`src/rtl/sem_pkg.sv`:
```
package sem_pkg;
  localparam int unsigned CID_W = 3;
  localparam int unsigned WL_W  = 1 << CID_W;
  typedef logic [CID_W-1:0] cid_t;
  typedef logic [WL_W-1:0]  wl_t;

  function automatic logic wl_allows(input wl_t wl, input cid_t cid);
    return wl[cid];
  endfunction

  function automatic logic [31:0] pack_status(input logic lk, input cid_t own);
    logic [31:0] w;
    w = '0;
    w[0] = lk;
    w[4 +: CID_W] = own;
    return w;
  endfunction
endpackage

```
`src/rtl/sem_wr_decode.sv`:
```
module sem_wr_decode #(
  parameter int unsigned NUM_SLOTS = 8,
  parameter int unsigned SLOT_W = 3
) (
  input  logic                 wr_en,
  input  logic [SLOT_W-1:0]    wr_slot,
  output logic [NUM_SLOTS-1:0] hit
);
  for (genvar s = 0; s < NUM_SLOTS; s++) begin : g_hit
    assign hit[s] = wr_en && (wr_slot == SLOT_W'(s));
  end
endmodule

```
`src/rtl/sem_slot.sv`:
```
module sem_slot
  import sem_pkg::*;
(
  input  logic clk,
  input  logic rst_n,
  input  logic mode_on,
  input  wl_t  wl,
  input  logic wr_hit,
  input  logic wr_take,
  input  cid_t wr_cid,
  output logic locked,
  output cid_t owner
);
  logic locked_q;
  cid_t owner_q;
  logic take_grant;
  logic release_hit;

  assign take_grant  = wr_hit && wr_take && mode_on && !locked_q && wl_allows(wl, wr_cid);
  assign release_hit = wr_hit && wr_take && mode_on && locked_q && (wr_cid == owner_q);

  always_ff @(posedge clk) begin
    if (!rst_n || !mode_on || release_hit) begin
      locked_q <= 1'b0;
      owner_q  <= '0;
    end else if (take_grant) begin
      locked_q <= 1'b1;
      owner_q  <= wr_cid;
    end
  end

  assign locked = locked_q;
  assign owner  = owner_q;

  p_take_ok_r2: assert property (@(posedge clk) disable iff (!rst_n)
    (wr_hit && wr_take && mode_on && !locked_q && wl[wr_cid])
    |=> (locked_q && owner_q == $past(wr_cid)));

  p_not_listed_r3: assert property (@(posedge clk) disable iff (!rst_n)
    (wr_hit && mode_on && !locked_q && !wl[wr_cid]) |=> !locked_q);

  p_foreign_r4: assert property (@(posedge clk) disable iff (!rst_n)
    (mode_on && locked_q && wr_hit && wr_cid != owner_q)
    |=> (locked_q && $stable(owner_q)));

  p_release_r5: assert property (@(posedge clk) disable iff (!rst_n)
    (mode_on && locked_q && wr_hit && wr_take && wr_cid == owner_q)
    |=> (!locked_q && owner_q == '0));

  p_no_take_bit_r6: assert property (@(posedge clk) disable iff (!rst_n)
    (mode_on && wr_hit && !wr_take) |=> ($stable(locked_q) && $stable(owner_q)));

  p_forced_free_r7: assert property (@(posedge clk) disable iff (!rst_n)
    !mode_on |=> (!locked_q && owner_q == '0));

  p_untouched_r9: assert property (@(posedge clk) disable iff (!rst_n)
    (mode_on && !wr_hit) |=> ($stable(locked_q) && $stable(owner_q)));

  p_free_owner_zero_r1: assert property (@(posedge clk) disable iff (!rst_n)
    !locked_q |-> owner_q == '0);
endmodule

```
`src/rtl/sem_rd_mux.sv`:
```
module sem_rd_mux
  import sem_pkg::*;
#(
  parameter int unsigned NUM_SLOTS = 8,
  parameter int unsigned SLOT_W = 3
) (
  input  logic                       clk,
  input  logic                       rst_n,
  input  logic [SLOT_W-1:0]          rd_slot,
  input  logic [NUM_SLOTS-1:0]       locked,
  input  logic [NUM_SLOTS*CID_W-1:0] owner_cid,
  output logic [31:0]                rd_data
);
  always_comb begin
    rd_data = '0;
    for (int s = 0; s < NUM_SLOTS; s++) begin
      if (rd_slot == SLOT_W'(s)) rd_data = pack_status(locked[s], owner_cid[s*CID_W +: CID_W]);
    end
  end

  p_rd_reserved_r8: assert property (@(posedge clk) disable iff (!rst_n)
    (rd_data[31:7] == '0) && (rd_data[3:1] == '0));
endmodule

```
`src/rtl/sem_bank.sv`:
```
module sem_bank
  import sem_pkg::*;
#(
  parameter int unsigned NUM_SLOTS = 8,
  localparam int unsigned SLOT_W = (NUM_SLOTS > 1) ? $clog2(NUM_SLOTS) : 1
) (
  input  logic                       clk,
  input  logic                       rst_n,
  input  logic                       wr_en,
  input  logic [SLOT_W-1:0]          wr_slot,
  input  logic [CID_W-1:0]           wr_cid,
  input  logic                       wr_take,
  input  logic [NUM_SLOTS-1:0]       cfg_sem_en,
  input  logic [NUM_SLOTS-1:0]       cfg_filt_en,
  input  logic [NUM_SLOTS*WL_W-1:0]  cfg_whitelist,
  input  logic [SLOT_W-1:0]          rd_slot,
  output logic [31:0]                rd_data,
  output logic [NUM_SLOTS*CID_W-1:0] owner_cid,
  output logic [NUM_SLOTS-1:0]       locked
);
  logic [NUM_SLOTS-1:0] wr_hit;

  sem_wr_decode #(.NUM_SLOTS(NUM_SLOTS), .SLOT_W(SLOT_W)) u_dec (
    .wr_en(wr_en), .wr_slot(wr_slot), .hit(wr_hit)
  );

  for (genvar s = 0; s < NUM_SLOTS; s++) begin : g_slot
    logic mode_on;
    cid_t own;
    assign mode_on = cfg_sem_en[s] && cfg_filt_en[s];
    sem_slot u_slot (
      .clk(clk), .rst_n(rst_n), .mode_on(mode_on),
      .wl(cfg_whitelist[s*WL_W +: WL_W]),
      .wr_hit(wr_hit[s]), .wr_take(wr_take), .wr_cid(wr_cid),
      .locked(locked[s]), .owner(own)
    );
    assign owner_cid[s*CID_W +: CID_W] = own;
  end

  sem_rd_mux #(.NUM_SLOTS(NUM_SLOTS), .SLOT_W(SLOT_W)) u_rd (
    .clk(clk), .rst_n(rst_n), .rd_slot(rd_slot), .locked(locked),
    .owner_cid(owner_cid), .rd_data(rd_data)
  );

  p_one_slot_r9: assert property (@(posedge clk) disable iff (!rst_n)
    $onehot0(wr_hit));
endmodule

```
`config.mk`:
```
export PLATFORM = sky130hd
export DESIGN_NAME = sem_bank
export DESIGN_NICKNAME = d
export VERILOG_FILES = /design/src/rtl/sem_pkg.sv /design/src/rtl/sem_wr_decode.sv /design/src/rtl/sem_slot.sv /design/src/rtl/sem_rd_mux.sv /design/src/rtl/sem_bank.sv
export SDC_FILE = /design/constraint.sdc
export NUM_CORES = 1
export LEC_CHECK = 0
export BUFFER_PORTS_ARGS = -buffer_cell sky130_fd_sc_hd__buf_2
export CORE_ASPECT_RATIO = 1.25
export CORE_MARGIN = 3
export CORE_UTILIZATION = 45
export CTS_CLUSTER_SIZE = 30
export DETAILED_ROUTE_END_ITERATION = 10
export PLACE_DENSITY_LB_ADDON = 0.12
export SLEW_MARGIN = 10
export SYNTH_ARGS = -nofsm -noshare
export SYNTH_HDL_FRONTEND = slang
export SYNTH_SLANG_ARGS = --single-unit
```
`constraint.sdc`:
```
create_clock -name clk -period 2.1 [get_ports clk]
set_clock_uncertainty 0.1 [all_clocks]
set_input_delay 0.42 -clock clk [delete_from_list [all_inputs] [get_ports clk]]
set_output_delay 0.42 -clock clk [all_outputs]
set_load 0.01 [all_outputs]
```
==> flow_metrics.tcl <==
set metrics [dict create \
    cts_buffers 5 \
    synth-warning-count 0 \
    cpMaxStageDelayCell "mux4_2" \
    wl_per_cell_um 17.0 \
    io_buffers 128 \
    hold_path_startpoint "cfg_sem_en[7]" \
    fin_crit_sh_pct 98.3 \
    grt_pass1_wl_um 15100 \
    drt_iter0_drc 113 \
    drc 0 \
    fin_crit_ns 2.07 \
    grt_pass1_vias 3183 \
    final_common_cell "buf_2" \
    drv_slew 0 \
    synth-seq-area-share_pct 20.8 \
    cp.arrival_ns 1.55 \
    critPathMaxStageDelay_ns 0.47 \
    netlist_area_um2 3070 \
    avgSynthCellArea_um2 8.71 \
    path_clk_slew_ns 0.07 \
    cts_setup_buffers 0 \
    gp_congestion 0.933 \
    crit_chain "mux4_2, mux2_2, buf_2" \
    outcome "finished clean" \
    hold_viol 0 \
    syn_inst 353 \
    clock_latency_ns 0.28 \
    start_kind "register" \
    n_antenna_cell 0 \
    synth_edf_count 0 \
    ant_nets 0 \
    max-vdd-ir-drop_mv 0.325 \
    grt_overflow 0 \
    syn_to_final_growth_pct 23.9 \
    antenna_found_initial 0 \
    async_flop_share_pct 0 \
    ctsHtreeMaxLevel 2 \
    required_ns 1.58 \
    viasPerCell 5.69 \
    io_pins 157 \
    holdBufCountCts 0 \
    cts_buffer_depth 2 \
    globalRouteTotalUtil_pct 24.2 \
    fp.coreArea_um2 6610 \
    die-height_um 98.4 \
    maxSlewHeadroom_pct 62.4 \
    cts_tree "built" \
    maxCapViolCount 0 \
    p_leak_nw 1.63 \
    cp-end-kind "output port" \
    fmax_ghz 0.484 \
    firstDrtPassIters 4 \
    synth-seq-cells 32 \
    max_slew.worst_pin.slew_ns 0.563 \
    die_w_um 79.9 \
    final-setup-viol-count 0 \
    power_mw 1.47 \
    rows 33 \
    synth.distinct_cells 57 \
    start_util_pct 46.5 \
    setup_tns_ns 0 \
    final_cell_mix "buf_2, mux2i_1, conb_1" \
    grt_max_degree 20 \
    cp-startpoint "g_slot[0].u_slot.owner[2]$_SDFFE_PP0P_" \
    path_max_fanout 4 \
    layout-drive-gt1-share_pct 39.3 \
    die_area_um2 7870 \
    min_path_type "in2reg" \
    rsz0062_at_grt "no" \
    vias 3242 \
    nNetsFinal 578 \
    hpwl_um 7770 \
    r2r-start "g_slot[1].u_slot.locked$_SDFFE_PP0P_" \
    cts.sinks 32 \
    path_class "reg2out" \
    cts_root_buffer "clkbuf_8" \
    routed_wl_um 9710 \
    hold-worst-slack_ns 0.385 \
    p_per_area_nw_per_um2 387 \
    synth_top_flop_cell "dfxtp_1" \
]
==> per-layer routing <==
metal | up-vias | track usage, % | share of wire [%]
li1 | 1560 | - | -
met1 | 1531 | 28.5 | 38
met2 | 141 | 43.9 | 53
met3 | 10 | 4.02 | 7.7
met4 | 0 | 7.67 | 0.78
met5 | - | 0 | 0
==> through the flow <==
step           util (%)  instance area [µm²]  cells  worst slack, ns
2_1_floorplan         -                 3180    380           0.0374
3_5_place_dp       56.5                 3730    565         -0.00683
6_report           57.6                 3810    570           0.0350
5_1_grt            57.6                 3810    570          0.00939
3_3_place_gp       56.5                 3730    565           0.0608
4_1_cts            57.5                 3800    570          0.00527
==> where the power goes <==
part / internal, mW / switching, mW / leakage (nW)
clock network: 0.214 / 0.222 / 0.0359
registers: 0.607 / 0.000550 / 0.261
logic: 0.187 / 0.242 / 1.33
total: 1.01 / 0.464 / 1.63
==> kinds of logic (layout without fill, tap and decap cells) <==
group | after synthesis | in the layout | synth area share, %
compound gates | 102 | 102 | 25.9
xor+xnor | 24 | 24 | 6.84
buf+inv | 64 | 167 | 14.0
flops | 32 | 32 | 20.8
mux | 40 | 40 | 16.2
other cells | 1 | 28 | 0.122
simple gates | 90 | 90 | 16.2
==> state kept, by name (all words and copies together), names as in the netlist <==
name and count:
g_slot.u_slot.locked 8, g_slot.u_slot.owner 24
==> area by class of cell <==
cell class | instances | area, µm²
Fill cell | 661 | 2800
Tap cell | 87 | 109
Inverter | 9 | 33.8
Multi-Input combinational cell | 284 | 2110
Sequential cell | 32 | 649
Timing Repair Buffer | 153 | 841
Clock buffer | 5 | 68.8
==> path summary, 6_finish.rpt <==
path,to,slack (ns),cells past startpoint
max,rd_data[6],0.03,3
min,g_slot[7].u_slot.owner[2]$_SDFFE_PP0P_,0.38,3
max reg2reg,g_slot[1].u_slot.owner[0]$_SDFFE_PP0P_,0.50,4
min reg2reg,g_slot[4].u_slot.owner[1]$_SDFFE_PP0P_,0.41,2
==> critical path, delay by kind of cell, from the launching register on <==
family / cells / cell delay [ns]
buffers and inverters: 1 / 0.15
flip-flops: 1 / 0.37
multiplexers: 2 / 0.75
==> synth_stat cells, drive strengths merged, types with 4 or more instances <==
cell | instances | share of area (%)
buf | 52 | 12
dfxtp | 32 | 21
mux2i | 29 | 9.4
a21oi | 27 | 4.4
nand4 | 25 | 5.1
o31ai | 19 | 4.6
xnor2 | 18 | 5.1
nor2 | 14 | 1.7
nand2 | 12 | 1.5
nand3 | 10 | 1.6
inv | 9 | 1.1
a31o | 8 | 2.3
a31oi | 8 | 1.6
mux4 | 7 | 5.3
a22oi | 6 | 1.5
xor2 | 6 | 1.7
o2111ai | 5 | 1.4
o21ai | 5 | 0.81
a211oi | 4 | 1.1
mux2 | 4 | 1.5
nor2b | 4 | 0.81
==> what timing repair did <==
item                       CTS  global route
setup endpoints to repair    0             3
resized for setup            0             7
hold endpoints to repair     0             0
No activity file was read; power rests on OpenSTA's default activity.
